===== src/rtl/sched_pkg.sv =====
package sched_pkg;

    localparam int PRIO_W    = 2;
    localparam int NUM_LVL   = 1 << PRIO_W;
    localparam int FORCE_BIT = 0;

    typedef enum logic [PRIO_W-1:0] {
        LVL_OFF  = 2'd0,
        LVL_LOW  = 2'd1,
        LVL_MID  = 2'd2,
        LVL_HIGH = 2'd3
    } lvl_e;

    typedef enum logic {
        ST_IDLE = 1'b0,
        ST_RUN  = 1'b1
    } sched_st_e;

    function automatic logic lvl_enabled(input logic [PRIO_W-1:0] l);
        return l != LVL_OFF;
    endfunction

endpackage


===== src/rtl/sched_host_regs.sv =====
module sched_host_regs
    import sched_pkg::*;
#(
    parameter int NUM_CH = 32,
    parameter int DATA_W = 32,
    parameter int ADDR_W = 2
) (
    input  logic                       clk,
    input  logic                       rst,
    input  logic                       we,
    input  logic [ADDR_W-1:0]          addr,
    input  logic [DATA_W-1:0]          wdata,
    output logic [DATA_W-1:0]          rdata,
    output logic [NUM_CH*PRIO_W-1:0]   lvl_flat,
    output logic                       force_end
);
    localparam int CPW       = DATA_W / PRIO_W;
    localparam int NUM_WORDS = (NUM_CH + CPW - 1) / CPW;
    localparam int CTRL_ADDR = NUM_WORDS;

    logic [PRIO_W-1:0] lvl_q [NUM_CH];

    for (genvar c = 0; c < NUM_CH; c++) begin : g_lvl
        localparam int WIDX = c / CPW;
        localparam int FOFS = (c % CPW) * PRIO_W;
        always_ff @(posedge clk) begin
            if (rst) begin
                lvl_q[c] <= LVL_OFF;
            end else if (we && addr == ADDR_W'(WIDX)) begin
                lvl_q[c] <= wdata[FOFS +: PRIO_W];
            end
        end
        assign lvl_flat[c*PRIO_W +: PRIO_W] = lvl_q[c];
    end

    always_comb begin
        rdata = '0;
        for (int c = 0; c < NUM_CH; c++) begin
            if (addr == ADDR_W'(c / CPW)) begin
                rdata[(c % CPW)*PRIO_W +: PRIO_W] = lvl_q[c];
            end
        end
    end

    assign force_end = we && (addr == ADDR_W'(CTRL_ADDR)) && wdata[FORCE_BIT];

endmodule


===== src/rtl/sched_req_latch.sv =====
module sched_req_latch #(
    parameter int NUM_CH = 32,
    parameter int CH_W   = 5
) (
    input  logic              clk,
    input  logic              rst,
    input  logic [NUM_CH-1:0] req,
    input  logic              clr_en,
    input  logic [CH_W-1:0]   clr_ch,
    output logic [NUM_CH-1:0] pend
);
    for (genvar c = 0; c < NUM_CH; c++) begin : g_pend
        logic hit;
        assign hit = clr_en && (clr_ch == CH_W'(c));
        always_ff @(posedge clk) begin
            if (rst) begin
                pend[c] <= 1'b0;
            end else begin
                pend[c] <= (pend[c] && !hit) || req[c];
            end
        end
    end
endmodule


===== src/rtl/sched_arbiter.sv =====
module sched_arbiter
    import sched_pkg::*;
#(
    parameter int NUM_CH = 32,
    parameter int CH_W   = 5
) (
    input  logic [NUM_CH-1:0]        pend,
    input  logic [NUM_CH*PRIO_W-1:0] lvl_flat,
    output logic                     win_valid,
    output logic [CH_W-1:0]          win_ch
);
    logic [NUM_LVL-1:0][NUM_CH-1:0] hit;
    logic [NUM_CH-1:0]              sel;

    for (genvar l = 0; l < NUM_LVL; l++) begin : g_lvl
        for (genvar c = 0; c < NUM_CH; c++) begin : g_ch
            if (l == 0) begin : g_off
                assign hit[l][c] = 1'b0;
            end else begin : g_on
                assign hit[l][c] = pend[c] &&
                    (lvl_flat[c*PRIO_W +: PRIO_W] == PRIO_W'(l));
            end
        end
    end

    always_comb begin
        sel       = '0;
        win_valid = 1'b0;
        for (int l = NUM_LVL - 1; l >= 1; l--) begin
            if (!win_valid && |hit[l]) begin
                sel       = hit[l];
                win_valid = 1'b1;
            end
        end
        win_ch = '0;
        for (int c = NUM_CH - 1; c >= 0; c--) begin
            if (sel[c]) win_ch = CH_W'(c);
        end
    end
endmodule


===== src/rtl/chan_sched.sv =====
module chan_sched
    import sched_pkg::*;
#(
    parameter int NUM_CH = 32,
    parameter int DATA_W = 32,
    localparam int CH_W      = $clog2(NUM_CH),
    localparam int CPW       = DATA_W / PRIO_W,
    localparam int NUM_WORDS = (NUM_CH + CPW - 1) / CPW,
    localparam int ADDR_W    = $clog2(NUM_WORDS + 1)
) (
    input  logic              clk,
    input  logic              rst,
    input  logic [NUM_CH-1:0] chan_req_i,
    input  logic              eng_end_i,
    input  logic              host_we_i,
    input  logic [ADDR_W-1:0] host_addr_i,
    input  logic [DATA_W-1:0] host_wdata_i,
    output logic [DATA_W-1:0] host_rdata_o,
    output logic              thread_start_o,
    output logic [CH_W-1:0]   thread_ch_o,
    output logic              sched_idle_o
);
    sched_st_e                st_q;
    logic [CH_W-1:0]          ch_q;
    logic                     start_q;
    logic [NUM_CH-1:0]        pend;
    logic [NUM_CH*PRIO_W-1:0] lvl_flat;
    logic                     force_end;
    logic                     win_valid;
    logic [CH_W-1:0]          win_ch;
    logic                     fire;

    sched_host_regs #(.NUM_CH(NUM_CH), .DATA_W(DATA_W), .ADDR_W(ADDR_W)) regs_i (
        .clk(clk), .rst(rst), .we(host_we_i), .addr(host_addr_i),
        .wdata(host_wdata_i), .rdata(host_rdata_o),
        .lvl_flat(lvl_flat), .force_end(force_end)
    );

    sched_req_latch #(.NUM_CH(NUM_CH), .CH_W(CH_W)) latch_i (
        .clk(clk), .rst(rst), .req(chan_req_i),
        .clr_en(fire), .clr_ch(win_ch), .pend(pend)
    );

    sched_arbiter #(.NUM_CH(NUM_CH), .CH_W(CH_W)) arb_i (
        .pend(pend), .lvl_flat(lvl_flat),
        .win_valid(win_valid), .win_ch(win_ch)
    );

    assign fire = (st_q == ST_IDLE) && win_valid;

    always_ff @(posedge clk) begin
        if (rst) begin
            st_q    <= ST_IDLE;
            ch_q    <= '0;
            start_q <= 1'b0;
        end else begin
            start_q <= 1'b0;
            case (st_q)
                ST_RUN: begin
                    if (eng_end_i || force_end) st_q <= ST_IDLE;
                end
                default: begin
                    if (fire) begin
                        st_q    <= ST_RUN;
                        ch_q    <= win_ch;
                        start_q <= 1'b1;
                    end
                end
            endcase
        end
    end

    assign thread_start_o = start_q;
    assign thread_ch_o    = ch_q;
    assign sched_idle_o   = (st_q == ST_IDLE);

endmodule


===== config.mk =====
export PLATFORM = sky130hd
export DESIGN_NAME = chan_sched
export DESIGN_NICKNAME = d
export VERILOG_FILES = /design/src/rtl/sched_pkg.sv /design/src/rtl/sched_host_regs.sv /design/src/rtl/sched_req_latch.sv /design/src/rtl/sched_arbiter.sv /design/src/rtl/chan_sched.sv
export SDC_FILE = /design/constraint.sdc
export NUM_CORES = 1
export LEC_CHECK = 0
export BUFFER_PORTS_ARGS = -buffer_cell sky130_fd_sc_hd__clkbuf_2
export CELL_PAD_IN_SITES_DETAIL_PLACEMENT = 1
export CELL_PAD_IN_SITES_GLOBAL_PLACEMENT = 1
export CORE_MARGIN = 2
export CORE_UTILIZATION = 47
export DETAILED_ROUTE_END_ITERATION = 8
export PLACE_DENSITY = 0.91
export SYNTH_ARGS = -nofsm -noshare
export SYNTH_HDL_FRONTEND = slang
export SYNTH_SLANG_ARGS = --single-unit
export TNS_END_PERCENT = 50

===== constraint.sdc =====
create_clock -name clk -period 10.74 [get_ports clk]
set_input_delay 2.685 -clock clk [delete_from_list [all_inputs] [get_ports clk]]
set_output_delay 2.685 -clock clk [all_outputs]
set_load 0.005 [all_outputs]

# [After elaboration in Yosys (flattened, before gate mapping)]
# Memories as Yosys holds them, arrays and structs flattened.
# Index checks and enable logic that the tools add are counted.
[word_totals] regBits=39 latch_bits=0 ramBits=64 mem_bits_ro=0 input_bits=70 out_inout_bits=39 memories=1
[memory_table] name="regs_i.lvl_q" words=32 width=2 read_ports=32 rd_ports_with_merged_regs=0 write_ports=32 line="sched_host_regs.sv:21" rtl="logic [PRIO_W-1:0] lvl_q [NUM_CH];"
[classes] addsub=0 n_mul=0 div=0 n_lt_le_gt_ge=0 n_eq_ne=129 shift=0 mux=113 bitwise=33 reduce_logical=241
[ops] operator="logical AND 1 bit" count=167
[ops] operator="two-way mux 5 bit" count=32
[ops] operator="== test 2 bit (second input constant)" count=65
[ops] operator="two-way mux 2 bit" count=64
[ops] operator="two-way mux 32 bit" count=3
[ops] operator="OR reduction 32 bit" count=3
[ops] operator="== test 5 bit (second input constant)" count=16
[ops] operator="== test 2 x 1 -> 1 bit (second input constant)" count=33
[ops] operator="== test 5 x 4 -> 1 bit (second input constant)" count=8
[ops] operator="zero test 1 bit" count=34
[ops] operator="logical OR 1 bit" count=33
[ops] operator="OR 1 bit" count=32
[ops] operator="== test 5 x 3 -> 1 bit (second input constant)" count=4
[ops] operator="two-way mux 1 bit" count=14
[ops] operator="== test 5 x 2 -> 1 bit (second input constant)" count=2
[ops] operator="== test 5 x 1 -> 1 bit (second input constant)" count=1
[ops] operator="zero test 5 bit" count=1
[ops] operator="zero test 2 bit" count=1
[ops] operator="AND reduction 2 bit" count=1
[ops] operator="OR reduction 2 bit" count=1
[ops] operator="inverter 1 bit" count=1

# [Longest topological paths before layout]
# Gate-level depths: netlist of run 1.
# An unclocked memory read counts as a cell.
[depth] ltp_word=48 depth_mapped=15

# [Hierarchy]
# Synthesis of run 1 repeated with hierarchy kept, for this count alone.
[unflattened] cells_unflattened=704 area_unflattened_um2=6819.0
[by_module_without_submodules] module="sched_host_regs" instances=1 cells_each=219 area_each_um2=2942.8
[by_module_without_submodules] module="sched_arbiter" instances=1 cells_each=311 area_each_um2=2072.0
[by_module_without_submodules] module="sched_req_latch" instances=1 cells_each=145 area_each_um2=1516.5
[by_module_without_submodules] module="chan_sched" instances=1 cells_each=29 area_each_um2=287.8

# [Least setup slack after synthesis of run 1]
# No wires, ideal clock.
[synth_timing] kind="input to output" from="input port host_addr_i[0]" to="output port host_rdata_o[0]" arrival_ps=3694 path_slack_ps=4361 path_stages=4 path_cell_list="clkbuf_1 -> clkbuf_1 -> mux2i_1 -> nor2_1"
[synth_via] elab_chain_cells=3 elab_cells_between_ends=4
[synth_rtl] element="start, declared" line="chan_sched.sv:16" rtl="input logic [ADDR_W-1:0] host_addr_i,"
[synth_rtl] element="zero test 2 bit" line="sched_host_regs.sv:39" rtl="if (addr == ADDR_W'(c / CPW)) begin"
[synth_rtl] element="two-way mux 2 bit" line="sched_host_regs.sv:39"
[synth_rtl] element="two-way mux 2 bit *" line="sched_host_regs.sv:39"
[synth_rtl] element="end, declared" line="chan_sched.sv:18" rtl="output logic [DATA_W-1:0] host_rdata_o,"
# Every way passes the cells marked *; elsewhere a longest branch is shown, timed or not.

# [Final worst setup path of run 1]
[layout_timing] from="input port host_addr_i[0]" to="output port host_rdata_o[12]"
# The elaborated chain is that of the path after synthesis.

==> flow_summary.toml, run 1 <==
[placed_design]
dp_hpwl_mm = 18.81
post-place-ws_ns = 3.941
gp_congestion = 1.033
place.port_buffers = 108

[pwr]
power.density_nw_per_um2 = 150.8
ir_drop_uv = 107.6
cellLeakagePower_nw = 3.015

[timing]
timing.fmax_mhz = 146.0
relSlewSlack = 0.2142
setup_viol = 0
finalHoldViolations = 0
finalCritPeriodShare = 0.6376
worst_slew_pin_slew_ns = 1.179
rsz0062_at_grt = "false"
fin_crit_ns = 6.847
fin_setup_tns_ns = 0
timing.final.ws_setup_ns = 3.893
finClkSkew_ns = 0.01310
slew_viol_final = 0

[logic_synthesis]
synth_edf_count = 64
synthMuxAreaShare = 0.04776
synth_top_family_by_area = "simple AND/OR/NAND/NOR gates"
synth_area_um2 = 6706
synth-seq-cells = 103
syn_inst = 720
synth-simple-area-share = 0.3056
yosysUniqueCellTypes = 71
synthFlopType = "edfxtp_1"
synthAdderAreaFrac = 0
async_flop_share = 0
ys_seq_area_frac = 0.4030
syn-num-nets = 790
synth.avg_cell_area_um2 = 9.314
yosys_warnings = 0
yosys.area_share.xor_xnor = 0
synth_compound_area_frac = 0.2024

[setup_path]
crit_required_ns = 8.06
endpoint_kind = "output port"
cp.arrival_ns = 4.16
crit_fanout = 35
regToRegSetupSlack_ns = 5.64
start_kind = "input pin"
path_class = "in2out"

[clock_network]
numCtsBuffers = 9
cts_resized = 0
h-tree-depth = 3
clk_pin_slew_ns = 0.07
cts_hold_buf = 0
cts_tree = "done"
cts_setup_buffers = 0
cts_root_buf = "clkbuf_16"
clock_path_buffers = 2
clkLatencyLatePin_ns = 0.37
cts.sinks = 103

[route]
ant_nets = 0
dr_total_vias = 6524
vias_per_cell = 6.570
drt_iter0_markers = 760
drt-total-wl_mm = 24.52
drtPass1Iterations = 5
routedWlPerCell_um = 24.69
route.detailed.drc = 0

[global_routing]
overflow = 0
grt_max_degree = 44
grt_pass1_wl_mm = 36.45
grt_use_total = 0.3257
grt_antenna_before_repair = 0
grt_pass1_vias = 6426

[floorplan]
dieArea_um2 = 15240
dieHeight_um = 123.5
rows = 43
core_area_um2 = 13930
fp.dieW_um = 123.5
io_pins = 109
start_util = 0.4813

[finish]
final_common_cell = "clkbuf_2"
drive_above_1_share = 0.2017
area_delta_synth_final_pct = 13.58
final_cell_mix = "clkbuf_2 (108), nor2_1 (78), and2_1 (70)"
nets = 878
insertedDiodeCount = 0

[run]
drv_cap = 0

[status]
status = "completed"

[min_path]
holdCritPathClass = "reg2reg"
## metal layers
metal | vias to the layer above | global-route usage | wire length [um]
met5 | - | 0 | 0
met4 | 0 | 0.1612 | 1118
met3 | 60 | 0.07565 | 2123
met2 | 330 | 0.5069 | 11060
met1 | 3183 | 0.4245 | 10220
li1 | 2951 | - | -
## power by group
part / switching [mW] / leakage [nW] / internal, mW / total (mW)
combinational: 0.214 / 1.93 / 0.114 / 0.328
clock: 0.157 / 0.133 / 0.159 / 0.315
sequential: 0.0506 / 0.956 / 0.454 / 0.505
## final timing paths
| check | start | end | cells after the start |
|---|---|---|---|
| setup reg to reg | regs_i.lvl_q[0][3] | latch_i.pend[14] | 13 |
| hold reg to reg | thread_ch_o[0] | thread_ch_o[0] | 2 |
| setup / recovery | host_addr_i[0] | host_rdata_o[12] | 4 |
| hold / removal | thread_ch_o[0] | thread_ch_o[0] | 2 |
## final cells by class
cell class / instances / area (um^2)
Multi-Input combinational cell: 556 / 3737
Tap cell: 180 / 225.2
Clock inverter: 6 / 43.79
Inverter: 23 / 86.33
Timing Repair Buffer: 115 / 593.1
Sequential cell: 103 / 2703
Fill cell: 1645 / 6317
Clock buffer: 10 / 229.0
## flip-flops by register name, indices dropped and copies added, names as in the netlist
name,count
regs_i.lvl_q,64
latch_i.pend,32
thread_ch_o,5
st_q,1
thread_start_o,1
## critical path: stages
cell and delay (ns):
clkbuf_2 0.86, mux2i_1 0.37, nor2_1 0.09, clkbuf_2 0.15
## cell families after synthesis
family	count (synthesis)
flops	103
simple gates	360
mux	32
compound gates	164
buf+inv	61
## cell usage after synthesis, types with 4 or more instances
library cell,count,share of area
a21oi_1,19,0.014
a311oi_1,7,0.0091
and2_1,70,0.065
and3_1,4,0.0037
buf_2,11,0.0082
clkbuf_1,21,0.012
dfxtp_1,39,0.12
edfxtp_1,64,0.29
inv_1,21,0.012
mux2i_1,32,0.048
nand2_1,44,0.025
nand2b_1,9,0.0084
nand3_1,34,0.025
nand3b_1,47,0.053
nand4_1,23,0.021
nor2_1,79,0.044
nor2b_1,5,0.0047
nor3_1,8,0.0060
nor4_1,7,0.0065
o2111ai_1,24,0.031
o21ai_0,23,0.017
o221a_2,7,0.012
o221ai_1,8,0.010
o311a_1,18,0.027
o31a_1,14,0.018
o41ai_1,6,0.0078
or3_1,4,0.0037
## through the flow
step                      hold WS [ns]  area (um^2)  power [mW]  instances  utilization
after floorplan                 0.4527         6706      0.7134        720            -
after global placement          0.4412         7345      0.8162        977       0.5271
after detailed placement        0.4459         7345      0.8298        977       0.5271
after CTS                       0.4553         7617       1.141        993       0.5466
after global routing            0.5109         7617       1.192        993       0.5466
final                           0.4556         7617       1.148        993       0.5466
Power figures use the tool's default switching activity.
==> run 2, diff against run 1 <==
--- a/config.mk
+++ b/config.mk
@@ -9,9 +9,9 @@
 export CELL_PAD_IN_SITES_DETAIL_PLACEMENT = 1
 export CELL_PAD_IN_SITES_GLOBAL_PLACEMENT = 1
 export CORE_MARGIN = 2
-export CORE_UTILIZATION = 47
+export CORE_UTILIZATION = 44
 export DETAILED_ROUTE_END_ITERATION = 8
-export PLACE_DENSITY = 0.91
+export PLACE_DENSITY = 0.86
 export SYNTH_ARGS = -nofsm -noshare
 export SYNTH_HDL_FRONTEND = slang
 export SYNTH_SLANG_ARGS = --single-unit
==> constraint.sdc (replaced) <==
create_clock -name clk -period 6.6 [get_ports clk]
set_input_delay 1.65 -clock clk [delete_from_list [all_inputs] [get_ports clk]]
set_output_delay 1.65 -clock clk [all_outputs]
set_load 0.005 [all_outputs]
==> run 2 against run 1 <==
Net effect:
- hold slack better by 0.0038 ns
- wire length rose by 3.4%
- via count rose by 0.97%
- sequential cell count did not move
- sequential power up 63%
- largest power group unchanged
- largest cell class unchanged
- cell count grew 0.81%
==> flow_summary.toml, run 2 (same netlist as run 1, synthesis figures left out) <==
[floorplan]
fp.dieW_um = 127.5
rows = 45
dieHeight_um = 127.5
dieArea_um2 = 16250
core_area_um2 = 15030
start_util = 0.4461
io_pins = 109

[timing]
fin_crit_ns = 4.715
setup_viol = 0
rsz0062_at_grt = "false"
finalCritPeriodShare = 0.7144
timing.fmax_mhz = 212.1
relSlewSlack = 0.2230
worst_slew_pin_slew_ns = 1.166
finClkSkew_ns = 0.01020
slew_viol_final = 0
finalHoldViolations = 0
fin_setup_tns_ns = 0

[clock_network]
clock_path_buffers = 2
cts_root_buf = "clkbuf_16"
cts_setup_buffers = 0
h-tree-depth = 3
clkLatencyLatePin_ns = 0.36
cts_tree = "done"
cts_resized = 0
numCtsBuffers = 9
clk_pin_slew_ns = 0.07
cts_hold_buf = 0
cts.sinks = 103

[global_routing]
grt_use_total = 0.3098
grt_antenna_before_repair = 0
grt_pass1_vias = 6637
grt_max_degree = 44
grt_pass1_wl_mm = 38.05
overflow = 0

[min_path]
holdCritStartpoint = "thread_ch_o[0]"
holdCritPathClass = "reg2reg"
hold-path-endpoint = "thread_ch_o[0]"
holdPathStages = 2

[route]
routedWlPerCell_um = 25.34
drtPass1Iterations = 5
drt-total-wl_mm = 25.36
dr_total_vias = 6587
drt_iter0_markers = 563
vias_per_cell = 6.580
ant_nets = 0
route.detailed.drc = 0

[run]
drv_cap = 0

[setup_path]
crit_fanout = 35
critPathTopFamily = "buffers and inverters"
regToRegSetupSlack_ns = 1.91
cpPeakStageDelay_ns = 0.85
reg2reg_from = "regs_i.lvl_q[1][31]"
slowest_stage = "clkbuf_2"
path_class = "in2out"
reg2regPathDepth = 13
crit_buf_inv = 2
endpoint_kind = "output port"
crit_top_cell = "clkbuf_2"
path_cells = "clkbuf_2 -> mux2i_1 -> nor2_1 -> clkbuf_2"
rr_endpoint = "latch_i.pend[29]"
cp.arrival_ns = 3.07
crit_required_ns = 4.95
start_kind = "input pin"

[finish]
area_delta_synth_final_pct = 13.84
top_register = "regs_i.lvl_q"
insertedDiodeCount = 0
final_cell_mix = "clkbuf_2 (108), nor2_1 (78), and2_1 (70)"
largest_reg_flops = 64
n_fill_cell = 1796
nets = 878
drive_above_1_share = 0.2017
final_common_cell = "clkbuf_2"

[pwr]
power.density_nw_per_um2 = 246.9
p_total_mw = 1.885
ir_drop_uv = 130.1
cellLeakagePower_nw = 3.016

[placed_design]
place.port_buffers = 108
gp_congestion = 0.9803
dp_hpwl_mm = 19.72

[status]
status = "completed"
[run 2: cell types whose count changed in the layout (fill, tap and decap cells not counted)]
cell,previous run,this run
clkinv_2,2,0
clkinv_4,1,2
inv_6,2,3
[run 2: tightest hold or removal path, delay by kind of cell (launching register included)]
| family | cells | cell delay, ns |
|---|---|---|
| compound gates | 1 | 0.05 |
| flops | 1 | 0.31 |
| simple gates | 1 | 0.05 |
[run 2: routing by layer]
layer / vias to the layer above / global-route usage / wire length (um) / part of all wire
met5: - / 0 / 0 / 0
met1: 3275 / 0.4040 / 10630 / 0.42
li1: 2937 / - / - / -
met2: 315 / 0.4936 / 11550 / 0.46
met4: 0 / 0.1493 / 1020 / 0.040
met3: 60 / 0.06281 / 2168 / 0.085
[run 2: worst max path at each step]
| stage | endpoint | cells past startpoint | slack [ns] | start |
|---|---|---|---|---|
| finish | host_rdata_o[16] | 4 | 1.88 | host_addr_i[0] |
| global route | latch_i.pend[29] | 12 | 1.67 | regs_i.lvl_q[0][27] |
| CTS | host_rdata_o[16] | 4 | 1.88 | host_addr_i[0] |
| detailed placement | host_rdata_o[16] | 4 | 1.87 | host_addr_i[0] |
| global placement | host_rdata_o[3] | 4 | 1.92 | host_addr_i[0] |
| floorplan | host_rdata_o[0] | 4 | 2.29 | host_addr_i[0] |
[run 2: area by class of cell]
cell class / instances / area [um^2] / area share
inverter: 23 / 86.33 / 0.01131
timing repair buffer: 115 / 593.1 / 0.07768
tap: 188 / 235.2 / 0.03081
clock inverter: 6 / 51.30 / 0.006719
sequential: 103 / 2703 / 0.3540
clock buffer: 10 / 229.0 / 0.02999
multi-input combinational: 556 / 3737 / 0.4895
[run 2: report_power, final]
part	switching, mW	leakage (nW)	total [mW]	internal, mW
logic	0.353	1.93	0.539	0.186
registers	0.0837	0.956	0.823	0.739
clock network	0.262	0.134	0.523	0.262
total	0.698	3.02	1.89	1.19
[run 2: per-stage QoR]
| stage | hold slack (ns) | utilization | setup slack (ns) | instances | instance area [um^2] |
|---|---|---|---|---|---|
| final | 0.4594 | 0.5079 | 1.885 | 1001 | 7635 |
| after global routing | 0.4934 | 0.5079 | 1.668 | 1001 | 7635 |
| after CTS | 0.4656 | 0.5079 | 1.881 | 1001 | 7635 |
| after detailed placement | 0.4557 | 0.4892 | 1.873 | 985 | 7355 |
| after global placement | 0.4419 | 0.4892 | 1.925 | 985 | 7355 |
| after floorplan | 0.4527 | - | 2.291 | 720 | 6706 |
